$ cat src/rtl/brk_pkg.sv
package brk_pkg;

  typedef enum logic [1:0] {
    ST_IDLE  = 2'd0,
    ST_COUNT = 2'd1,
    ST_FORCE = 2'd2,
    ST_SPENT = 2'd3
  } brkState_t;

  // strobes from control to datapath
  typedef struct packed {
    logic clrByte;
    logic incByte;
    logic clrBit;
    logic incBit;
  } brkStrobe_t;

endpackage

$ cat src/rtl/brk_datapath.sv
module brk_datapath
  import brk_pkg::*;
#(
  parameter int BREAK_BYTES = 3,
  parameter int BYTE_BITS   = 10
) (
  input  logic       clk,
  input  logic       rstN,
  input  brkStrobe_t strobe,
  output logic       byteLast,
  output logic       bitLast
);

  localparam int BYTE_W = (BREAK_BYTES > 1) ? $clog2(BREAK_BYTES) : 1;
  localparam int BIT_W  = (BYTE_BITS > 1) ? $clog2(BYTE_BITS) : 1;
  localparam logic [BYTE_W-1:0] BYTE_TOP = BYTE_W'(BREAK_BYTES - 1);
  localparam logic [BIT_W-1:0]  BIT_TOP  = BIT_W'(BYTE_BITS - 1);

  logic [BYTE_W-1:0] byteCnt;
  logic [BIT_W-1:0]  bitCnt;

  always_ff @(posedge clk or negedge rstN) begin
    if (!rstN) begin
      byteCnt <= '0;
    end else if (strobe.clrByte) begin
      byteCnt <= '0;
    end else if (strobe.incByte) begin
      byteCnt <= byteCnt + 1'b1;
    end
  end

  always_ff @(posedge clk or negedge rstN) begin
    if (!rstN) begin
      bitCnt <= '0;
    end else if (strobe.clrBit) begin
      bitCnt <= '0;
    end else if (strobe.incBit) begin
      bitCnt <= bitCnt + 1'b1;
    end
  end

  assign byteLast = (byteCnt == BYTE_TOP);
  assign bitLast  = (bitCnt == BIT_TOP);

endmodule

$ cat src/rtl/brk_control.sv
module brk_control
  import brk_pkg::*;
(
  input  logic       clk,
  input  logic       rstN,
  input  logic       breakReq,
  input  logic       busIdle,
  input  logic       byteDone,
  input  logic       bitTick,
  input  logic       arbWon,
  input  logic       byteLast,
  input  logic       bitLast,
  output brkStrobe_t strobe,
  output brkState_t  curState,
  output logic       forceZero,
  output logic       breakUsed
);

  brkState_t nextState;

  always_ff @(posedge clk or negedge rstN) begin
    if (!rstN) begin
      curState <= ST_IDLE;
    end else begin
      curState <= nextState;
    end
  end

  always_comb begin
    nextState = curState;
    strobe    = '0;
    unique case (curState)
      ST_IDLE: begin
        if (breakReq && !busIdle) begin
          nextState      = ST_COUNT;
          strobe.clrByte = 1'b1;
        end
      end
      ST_COUNT: begin
        if (!breakReq || busIdle) begin
          nextState = ST_IDLE;
        end else if (byteDone) begin
          if (byteLast) begin
            nextState     = ST_FORCE;
            strobe.clrBit = 1'b1;
          end else begin
            strobe.incByte = 1'b1;
          end
        end
      end
      ST_FORCE: begin
        if (bitTick) begin
          if (bitLast) begin
            nextState = ST_SPENT;
          end else begin
            strobe.incBit = 1'b1;
          end
        end
      end
      ST_SPENT: begin
        if (arbWon || !breakReq) begin
          nextState = ST_IDLE;
        end
      end
      default: nextState = ST_IDLE;
    endcase
  end

  assign forceZero = (curState == ST_FORCE);
  assign breakUsed = (curState == ST_SPENT);

endmodule

$ cat src/rtl/brk_generator.sv
module brk_generator
  import brk_pkg::*;
#(
  parameter int BREAK_BYTES = 3,
  parameter int BYTE_BITS   = 10
) (
  input  logic clk,
  input  logic rstN,
  input  logic breakReq,
  input  logic busIdle,
  input  logic byteDone,
  input  logic bitTick,
  input  logic arbWon,
  output logic forceZero,
  output logic breakUsed
);

  brkStrobe_t strobe;
  brkState_t  curState;
  logic       byteLast;
  logic       bitLast;

  brk_control u_ctrl (
    .clk      (clk),
    .rstN     (rstN),
    .breakReq (breakReq),
    .busIdle  (busIdle),
    .byteDone (byteDone),
    .bitTick  (bitTick),
    .arbWon   (arbWon),
    .byteLast (byteLast),
    .bitLast  (bitLast),
    .strobe   (strobe),
    .curState (curState),
    .forceZero(forceZero),
    .breakUsed(breakUsed)
  );

  brk_datapath #(
    .BREAK_BYTES(BREAK_BYTES),
    .BYTE_BITS  (BYTE_BITS)
  ) u_dp (
    .clk     (clk),
    .rstN    (rstN),
    .strobe  (strobe),
    .byteLast(byteLast),
    .bitLast (bitLast)
  );

endmodule

$ cat config.mk
export PLATFORM = sky130hd
export DESIGN_NAME = brk_generator
export DESIGN_NICKNAME = d
export VERILOG_FILES = /design/src/rtl/brk_pkg.sv /design/src/rtl/brk_datapath.sv /design/src/rtl/brk_control.sv /design/src/rtl/brk_generator.sv
export SDC_FILE = /design/constraint.sdc
export NUM_CORES = 1
export LEC_CHECK = 0
export ABC_CLOCK_PERIOD_IN_PS = 2000
export CAP_MARGIN = 20
export CORE_AREA = 4 4 41 43
export CTS_BUF_LIST = sky130_fd_sc_hd__clkbuf_4 sky130_fd_sc_hd__clkbuf_8
export DETAILED_ROUTE_END_ITERATION = 10
export DIE_AREA = 0 0 45 47
export HOLD_SLACK_MARGIN = 0.06
export PLACE_DENSITY = 0.66
export SYNTH_ARGS = -nofsm -noshare
export SYNTH_HDL_FRONTEND = slang
export SYNTH_HIERARCHICAL = 1
export SYNTH_SLANG_ARGS = --single-unit
$ cat constraint.sdc
create_clock -name clk -period 2 [get_ports clk]
set_input_delay 0.4 -clock clk [delete_from_list [all_inputs] [get_ports clk]]
set_output_delay 0.4 -clock clk [all_outputs]
set_load 0.1 [all_outputs]
Word level (Yosys, flattened, before mapping)
Cells that the tools add are included.
{"block": "word_totals", "regBits": 8, "wordCells": 47, "in_bits": 7, "out_inout_bits": 2}
{"block": "classes", "n_eq_ne": 11, "add_sub_neg": 2, "n_reduce_logical": 9, "muxes": 22}
{"cell": "2-bit two-way mux", "count": 12}
{"cell": "4-bit two-way mux", "count": 2}
{"cell": "2-bit one-hot mux with 4 select lines", "count": 1}
{"cell": "1-bit two-way mux", "count": 7}
{"cell": "2-bit equality test (second input constant)", "count": 3}
{"cell": "2-bit by 1-bit != test with 1-bit output (second input constant)", "count": 3}
{"cell": "3-bit by 2-bit != test with 1-bit output (second input constant)", "count": 2}
{"cell": "6-bit AND reduction", "count": 1}
{"cell": "4-bit by 1-bit adder with 4-bit output (second input constant)", "count": 1}
{"cell": "4-bit equality test (second input constant)", "count": 1}
{"cell": "2-bit nonzero test", "count": 2}
{"cell": "2-bit by 1-bit adder with 2-bit output (second input constant)", "count": 1}
{"cell": "2-bit by 1-bit equality test with 1-bit output (second input constant)", "count": 1}
{"cell": "1-bit zero test", "count": 2}
{"cell": "2-bit zero test", "count": 1}
{"cell": "1-bit logical OR", "count": 2}
{"cell": "2-bit != test (second input constant)", "count": 1}
{"cell": "1-bit logical AND", "count": 1}

Depth between registers and ports, before layout
Gate-level depths: netlist of run 1.
{"block": "depth", "ltp_word": 7, "depth_mapped": 7}

Cells and area by module
Netlist of run 1, hierarchy kept.
{"mod": "brk_datapath", "seq_area_each_um2": 150.1, "area_each_um2": 310.3, "instances": 1, "cells_per_inst": 29}
{"mod": "brk_control", "seq_area_each_um2": 50.0, "area_each_um2": 157.7, "instances": 1, "cells_per_inst": 17}

Least setup slack after synthesis of run 1
Ideal clock, no wire load.
{"block": "synth_path", "path_kind": "reg2reg", "start": "reg (tool-made name)", "end": "reg u_dp.bitCnt[3]", "path_stages_with_launch": 5, "t_arrival_ps": 2637, "n_path_buf": 0, "t_required_ps": 1875, "setup_slack_ps": -762, "period_less_slack_ps": 2762, "path_cell_list": "dfrtp_1 -> nor2b_1 -> and3b_1 -> nand4_1 -> mux2_4"}
{"item": "end signal, assigned", "line": "brk_datapath.sv:38", "text": "bitCnt <= bitCnt + 1'b1;"}
{"item": "end, declared", "line": "brk_datapath.sv:20", "text": "logic [BIT_W-1:0] bitCnt;"}

==> results.py, run 1 <==
metrics = {
    "outcome": {
        "outcome": "completed",
    },
    "drt": {
        "firstDrtPassIters": 4,
        "postRouteAntennaNets": 0,
        "wirelength_um": 876,
        "route.detailed.drc": 0,
        "drt_iter0_markers": 5,
        "via_per_inst": 4.97,
        "vias": 368,
        "post_drt_wl_per_cell_um": 11.8,
    },
    "placed_design": {
        "dpl_cell_area_um2": 609,
        "detailed_place_hpwl_um": 656,
        "portBuffers": 8,
        "dp_slack_ns": 0.168,
        "globalplace.congestion": 0.764,
    },
    "floorplan": {
        "dieArea_um2": 2120,
        "die_w_um": 45,
        "dieHeight_um": 47,
        "row_count": 13,
        "coreArea_um2": 1300,
        "start_util": 0.360,
        "io_pins": 9,
    },
    "grt": {
        "grt_usage": 0.105,
        "antenna_found_initial": 0,
        "grt_pass1_wl_mm": 1.52,
        "grt_max_degree": 9,
        "grt_pass1_vias": 345,
        "globalRouteOverflowTotal": 0,
    },
    "yosys": {
        "synth.distinct_cells": 25,
        "synth_edf_count": 0,
        "synthTopCellsByCount": "8 x dfrtp_1, 5 x nor2_1, 3 x ha_1, 3 x inv_1",
        "synth.area.top_cells": "dfrtp_1 43%, ha_1 8.0%, nor2_1 4.0%",
        "synthesis.area_um2": 468,
        "yosysSeqAreaShare": 0.428,
        "synthCells": 46,
        "yosysTopAreaCell": "dfrtp_1",
        "synth_nets": 56,
        "synthFlopType": "dfrtp_1",
        "ys_warn_count": 6,
        "ys_seq_elements": 8,
        "synth-async-reset-ratio": 1.00,
        "yosysMostFrequentCell": "dfrtp_1",
        "synth_top_area_frac": 0.428,
        "syn_area_per_cell_um2": 10.2,
    },
    "timing": {
        "timing.final.setup_violations": 0,
        "post-route-min-period_ns": 1.58,
        "setup_tns_ns": 0,
        "setup_slack_ns": 0.418,
        "hold_viol": 0,
        "tightest_slew_ns": 0.357,
        "final-max-slew-violation-count": 0,
        "grt_setup_unrepaired": "no",
        "period_share": 0.791,
        "max_freq_mhz": 632,
        "maxSlewHeadroom": 0.761,
        "skew_ns": 0.00261,
    },
    "clock_tree": {
        "hold_buffers": 0,
        "cts_resized": 0,
        "clock_path_buffers": 2,
        "postCtsSetupBuffers": 0,
        "ctsRootBufferMaster": "clkbuf_4",
        "numCtsBuffers": 3,
        "cts_max_level": 1,
        "cts.sinks": 8,
        "cts_tree": "built",
        "clkLatencyLatePin_ns": 0.25,
        "cts.reportedPaths.clkPinSlew_ns": 0.05,
    },
    "setup_path": {
        "critPathLaunchType": "primary input",
        "critPathKind": "in2reg",
        "cp.arrival_ns": 1.70,
        "crit_path_end_kind": "register",
        "r2r_slack_ns": 0.44,
        "required_ns": 2.11,
        "critPathMaxFanout": 3,
    },
    "finish": {
        "seqCellArea_um2": 200,
        "n_fill_cell": 129,
        "final_area_um2": 632,
        "fin_nets": 71,
        "areaGrowthSynthToFinish_pct": 35.0,
        "drive_gt1_frac": 0.186,
        "antenna_cells": 0,
        "multi_input_area_um2": 264,
    },
    "flow_run": {
        "maxCapViolCount": 0,
    },
    "pwr": {
        "p_leak_nw": 0.284,
        "power-per-cell-area_nw_per_um2": 534,
        "ir_drop_mv": 0.232,
    },
    "worst_hold_path": {
        "hold_class": "in2async",
    },
}
## final timing paths
| path | start | cells after the start | to |
|---|---|---|---|
| min reg2reg | u_dp/byteCnt[0]$_DFFE_PN0P_ | 2 | u_dp/byteCnt[0]$_DFFE_PN0P_ |
| min | rstN | 1 | u_dp/bitCnt[1]$_DFFE_PN0P_ |
| max in group asynchronous | rstN | 1 | u_dp/byteCnt[0]$_DFFE_PN0P_ |
| min in group clk | u_dp/byteCnt[0]$_DFFE_PN0P_ | 2 | u_dp/byteCnt[0]$_DFFE_PN0P_ |
| max | busIdle | 5 | u_dp/byteCnt[1]$_DFFE_PN0P_ |
| max reg2reg | u_dp/bitCnt[0]$_DFFE_PN0P_ | 6 | u_dp/bitCnt[3]$_DFFE_PN0P_ |
## metal layers
metal | share of wire | wire [um] | track usage | vias to the layer above
met5 | 0 | 0 | 0 | -
met4 | 0.010 | 9 | 0.105 | 0
met3 | 0.075 | 66 | 0.0115 | 2
met2 | 0.39 | 345 | 0.138 | 11
met1 | 0.52 | 454 | 0.143 | 165
li1 | - | - | - | 190
## area by class of cell
cell class                      count  area share
Timing Repair Buffer               10       0.182
Sequential cell                     8       0.317
Inverter                            3      0.0178
Multi-Input combinational cell     35       0.418
Tap cell                           15      0.0297
Clock buffer                        3      0.0356
## worst max-delay path, cell delays in order
cell and delay, ns:
clkdlybuf4s50_1 0.44, nand4bb_1 0.27, nor3b_1 0.37, nand2b_1 0.16
a21oi_1 0.06
## placed cells by master (no fill, tap or decap), types with 2 or more instances in the layout
master / n
dfrtp_1: 8
clkdlybuf4s50_1: 6
nor2_1: 5
clkbuf_4: 3
inv_1: 3
ha_1: 3
buf_12: 2
buf_4: 2
and2_1: 2
nand3b_1: 2
xnor2_1: 2
a21oi_1: 2
nand2b_1: 2
## cell families after synthesis
group / share of synthesized area
and+or+nand+nor: 0.275
xor gates and xnor gates: 0.0374
AOI/OAI and AO/OA: 0.123
DFF: 0.428
adders and majority gates: 0.0802
buffers and inverters: 0.0241
muxes: 0.0321
## power by group
group,internal (W),switching (W)
sequential,0.000170,0.00000890
combinational,0.0000236,0.0000169
clock,0.0000683,0.0000498
## stage by stage
| stage | util | total power, W | hold WS [ns] | instances |
|---|---|---|---|---|
| floorplan | - | 0.000200 | 0.104 | 46 |
| global placement | 0.468 | 0.000222 | 0.540 | 71 |
| detailed placement | 0.468 | 0.000222 | 0.537 | 71 |
| CTS | 0.486 | 0.000347 | 0.437 | 74 |
| global route | 0.486 | 0.000361 | 0.442 | 74 |
| finish | 0.486 | 0.000338 | 0.428 | 74 |
Power figures use the tool's default switching activity.
==> inputs of run 2 (changes only) <==
Settings changed: ABC_CLOCK_PERIOD_IN_PS 2000 to 1500.
Clock period 2 ns to 1.5 ns, I/O delays scaled along.
==> run 2 against run 1 <==
Hold slack got worse by 0.10 ns. Combinational power increased by 72%. Largest cell class unchanged. Design area increased by 9.7%. Clock power increased by 35%. Total power increased by 37%. Sequential share of layout area decreased by 2.8 points. Wire length increased by 9.6%. Clock skew increased by 0.0060 ns. Global-route usage increased by 1.2 points.
==> results.py, run 2 (synthesized netlist as in run 1, its figures left out) <==
metrics = {
    "setup_path": {
        "r2r_slack_ns": 0.04,
        "critPathLaunchType": "register",
        "required_ns": 1.68,
        "crit_path_end_kind": "register",
        "critPathKind": "reg2reg",
        "critPathMaxFanout": 5,
        "reg2reg_depth": 8,
        "cp.arrival_ns": 1.65,
    },
    "pwr": {
        "clkPwrFrac": 0.343,
        "ir_drop_mv": 0.353,
        "p_leak_nw": 0.316,
        "power-per-cell-area_nw_per_um2": 669,
        "power_switching_share": 0.227,
        "comb_power_share": 0.150,
        "intPower_w": 0.000359,
        "seqPwrFrac": 0.507,
        "power_switching_w": 0.000105,
    },
    "timing": {
        "setup_tns_ns": 0,
        "tightest_slew_ns": 0.369,
        "final-max-slew-violation-count": 0,
        "timing.final.setup_violations": 0,
        "grt_setup_unrepaired": "yes",
        "skew_ns": 0.00863,
        "setup_slack_ns": 0.0392,
        "hold_viol": 0,
        "max_freq_mhz": 685,
        "post-route-min-period_ns": 1.46,
        "maxSlewHeadroom": 0.753,
        "period_share": 0.974,
    },
    "clock_tree": {
        "clkLatencyLatePin_ns": 0.25,
        "clock_path_buffers": 2,
        "cts_max_level": 1,
        "cts.reportedPaths.clkPinSlew_ns": 0.06,
        "numCtsBuffers": 3,
        "cts.sinks": 8,
        "hold_buffers": 0,
        "cts_tree": "built",
        "ctsRootBufferMaster": "clkbuf_4",
    },
    "grt": {
        "antenna_found_initial": 0,
        "globalRouteOverflowTotal": 0,
        "grt_pass1_vias": 422,
        "grt_usage": 0.116,
        "grt_pass1_wl_mm": 1.71,
        "grt_max_degree": 9,
    },
    "floorplan": {
        "dieArea_um2": 2120,
        "row_count": 13,
        "die_w_um": 45,
        "start_util": 0.360,
        "io_pins": 9,
        "dieHeight_um": 47,
        "coreArea_um2": 1300,
    },
    "drt": {
        "drt_iter0_markers": 2,
        "route.detailed.drc": 0,
        "firstDrtPassIters": 2,
        "postRouteAntennaNets": 0,
        "wirelength_um": 960,
        "via_per_inst": 4.89,
        "vias": 391,
        "post_drt_wl_per_cell_um": 12.0,
    },
    "outcome": {
        "outcome": "completed",
    },
    "placed_design": {
        "portBuffers": 8,
        "detailed_place_hpwl_um": 740,
        "dp_slack_ns": -0.174,
        "globalplace.congestion": 0.757,
        "dp.cells": 76,
    },
    "worst_hold_path": {
        "hold_class": "in2async",
    },
    "finish": {
        "antenna_cells": 0,
        "fin_nets": 77,
        "drive_gt1_frac": 0.323,
        "fin_cells": 80,
        "layout_commonest_cell": "dfrtp_1",
        "final_cell_mix": "8 x dfrtp_1, 7 x buf_4, 6 x clkdlybuf4s50_1",
        "areaGrowthSynthToFinish_pct": 48.1,
        "utilization": 0.533,
        "n_fill_cell": 126,
    },
    "flow_run": {
        "maxCapViolCount": 0,
    },
}
-- run 2: cell types whose count changed in the layout (fill, tap and decap cells not counted), sizes merged --
| cell | change |
|---|---|
| buf | +6 |
-- run 2: worst max-delay path: stages, from the launching register on --
cell	delay (ns)
dfrtp_1	0.37
inv_1	0.05
ha_1	0.13
nand2_1	0.06
nor2_2	0.11
and3b_2	0.23
buf_6	0.13
a21bo_2	0.21
a21oi_2	0.10
-- run 2: timing repair --
action / 4_1_cts / 5_1_grt
endpoints found under the setup margin: 0 / 6
buffers inserted: 0 / 1
gates resized for setup: 0 / 4
-- run 2: layout make-up --
class                   count  area (um2)  share of cell area
repair buffers             16         164               0.236
multi-input cells          35         277               0.399
flip-flops and latches      8         200               0.289
well taps                  15        18.8              0.0271
clock buffers               3        22.5              0.0325
inverters                   3        11.3              0.0162
-- run 2: metal layers --
layer | up-vias | wire length [um] | GRT usage
met5 | - | 0 | 0
met4 | 0 | 9 | 0.0877
met3 | 2 | 36 | 0.0345
met2 | 5 | 464 | 0.181
met1 | 182 | 449 | 0.136
li1 | 202 | - | -
-- run 2: worst paths after layout --
kind | from | endpoint
worst max-delay path | u_dp/bitCnt[1]$_DFFE_PN0P_ | u_dp/bitCnt[2]$_DFFE_PN0P_
worst min-delay path | rstN | u_dp/bitCnt[0]$_DFFE_PN0P_
max in group asynchronous | rstN | u_dp/byteCnt[1]$_DFFE_PN0P_
worst max register to register | u_dp/bitCnt[1]$_DFFE_PN0P_ | u_dp/bitCnt[2]$_DFFE_PN0P_
worst min register to register | u_dp/byteCnt[0]$_DFFE_PN0P_ | u_dp/byteCnt[0]$_DFFE_PN0P_
min in group clk | u_dp/byteCnt[0]$_DFFE_PN0P_ | u_dp/byteCnt[0]$_DFFE_PN0P_
-- run 2: power by group through the flow --
stage	Sequential, W	Combinational [W]	Clock, W
6_report	0.000235	0.0000697	0.000159
3_5_place_dp	0.000239	0.0000675	0
3_3_place_gp	0.000239	0.0000662	0
4_1_cts	0.000235	0.0000682	0.000170
2_1_floorplan	0.000240	0.0000270	0
5_1_grt	0.000237	0.0000792	0.000180
-- run 2: per-stage QoR --
stage	instance area (um2)	power, W	hold slack, ns
finish	693	0.000464	0.328
global route	693	0.000496	0.336
CTS	671	0.000474	0.325
detailed placement	648	0.000307	0.539
global placement	648	0.000305	0.535
floorplan	477	0.000267	0.00441
==> inputs of run 3 (changes only) <==
==> constraint.sdc (replaced) <==
create_clock -name clk -period 1.5 [get_ports clk]
set_input_delay 0.15 -clock clk [delete_from_list [all_inputs] [get_ports clk]]
set_output_delay 0.15 -clock clk [all_outputs]
set_load 0.1 [all_outputs]
==> run 3 against run 2 <==
Clock power barely moved. Setup slack got worse by 0.019 ns. Sequential share of layout area rose by 0.32 points. Register-to-register slack got worse by 0.02 ns. Total power rose by 1.1%. Design area fell by 1.1%. Critical endpoint is now u_dp/bitCnt[3]$_DFFE_PN0P_. Largest cell class unchanged.
==> results.py, run 3 (synthesized netlist as in run 1, its figures left out) <==
metrics = {
    "grt": {
        "antenna_found_initial": 0,
        "grt_pass1_vias": 392,
        "grt_pass1_wl_mm": 1.59,
        "grt_max_degree": 9,
        "globalRouteOverflowTotal": 0,
        "grt_usage": 0.106,
    },
    "floorplan": {
        "coreArea_um2": 1300,
        "dieArea_um2": 2120,
        "dieHeight_um": 47,
        "io_pins": 9,
        "row_count": 13,
        "start_util": 0.360,
        "die_w_um": 45,
    },
    "drt": {
        "post_drt_wl_per_cell_um": 11.7,
        "route.detailed.drc": 0,
        "firstDrtPassIters": 3,
        "wirelength_um": 939,
        "drt_iter0_markers": 8,
        "postRouteAntennaNets": 0,
        "via_per_inst": 4.95,
        "vias": 396,
    },
    "setup_path": {
        "critPathLaunchType": "register",
        "critPathMaxFanout": 3,
        "startpoint": "u_dp/bitCnt[0]$_DFFE_PN0P_",
        "crit_path_end_kind": "register",
        "required_ns": 1.64,
        "r2r_start": "u_dp/bitCnt[0]$_DFFE_PN0P_",
        "critPathKind": "reg2reg",
        "cp.arrival_ns": 1.62,
    },
    "clock_tree": {
        "cts_max_level": 1,
        "cts.reportedPaths.clkPinSlew_ns": 0.06,
        "clock_path_buffers": 2,
        "cts.sinks": 8,
        "ctsRootBufferMaster": "clkbuf_4",
        "numCtsBuffers": 3,
        "cts_tree": "built",
        "clkLatencyLatePin_ns": 0.25,
    },
    "timing": {
        "period_share": 0.986,
        "hold_viol": 0,
        "max_freq_mhz": 676,
        "skew_ns": 0.00941,
        "post-route-min-period_ns": 1.48,
        "tightest_slew_ns": 0.365,
        "timing.final.setup_violations": 0,
        "grt_setup_unrepaired": "yes",
        "maxSlewHeadroom": 0.755,
        "final-max-slew-violation-count": 0,
        "setup_tns_ns": 0,
    },
    "placed_design": {
        "portBuffers": 8,
        "detailed_place_hpwl_um": 746,
        "globalplace.congestion": 0.769,
        "dp.cells": 76,
    },
    "finish": {
        "final_cell_mix": "8 x dfrtp_1, 8 x buf_4, 6 x clkdlybuf4s50_1",
        "antenna_cells": 0,
        "fin_nets": 77,
        "areaGrowthSynthToFinish_pct": 46.5,
        "fin_cells": 80,
        "utilization": 0.527,
        "drive_gt1_frac": 0.308,
    },
    "pwr": {
        "p_leak_nw": 0.317,
        "ir_drop_mv": 0.483,
        "power-per-cell-area_nw_per_um2": 684,
    },
    "flow_run": {
        "maxCapViolCount": 0,
    },
    "outcome": {
        "outcome": "completed",
    },
    "worst_hold_path": {
        "hold_class": "in2async",
    },
}
run 3: critical path, cell delays in order (launching register included):
cell	delay, ns
dfrtp_1	0.38
ha_1	0.19
nand2_1	0.08
nor2_2	0.04
and3b_2	0.25
nand4_1	0.11
mux2_4	0.31
run 3: repair_timing:
item,CTS,global route
setup buffers,0,1
hold buffers,0,0
gates resized for setup,0,2
endpoints found under the setup margin,1,3
pin swaps,1,0
run 3: area by class of cell:
| class | count | area [um2] |
|---|---|---|
| Fill cell | 136 | 616 |
| Multi-Input combinational cell | 35 | 273 |
| Sequential cell | 8 | 200 |
| Timing Repair Buffer | 16 | 160 |
| Clock buffer | 3 | 22.5 |
| Tap cell | 15 | 18.8 |
| Inverter | 3 | 11.3 |
run 3: layer usage:
metal,part of all wire,vias to the layer above,global-route usage
li1,-,203,-
met1,0.46,186,0.136
met2,0.48,5,0.169
met4,0.013,0,0.0526
met5,0,-,0
met3,0.046,2,0.0230
run 3: final timing paths:
path	end	slack (ns)	cells past startpoint
worst max-delay path	u_dp/bitCnt[3]$_DFFE_PN0P_	0.02	6
worst min-delay path	u_dp/bitCnt[2]$_DFFE_PN0P_	0.18	1
worst max register to register	u_dp/bitCnt[3]$_DFFE_PN0P_	0.02	6
worst min register to register	u_dp/byteCnt[1]$_DFFE_PN0P_	0.55	2
max in group asynchronous	u_dp/byteCnt[1]$_DFFE_PN0P_	1.05	1
min in group clk	u_dp/byteCnt[1]$_DFFE_PN0P_	0.55	2
run 3: per-stage QoR:
stage               power (W)  hold WS [ns]  setup slack, ns  cell area (um2)
CTS                  0.000469         0.192           0.0186              671
detailed placement   0.000308         0.460         -0.00998              648
global placement     0.000305         0.451          0.00377              648
floorplan            0.000267        -0.146           -0.332              477
global route         0.000496         0.201          -0.0498              686
finish               0.000469         0.177           0.0205              686
run 3: power by group:
group          internal (W)  switching, W  leakage, nW
Combinational     0.0000433     0.0000296        0.193
Sequential         0.000227    0.00000930        0.110
Clock             0.0000913     0.0000690       0.0138
Total              0.000361      0.000108        0.317
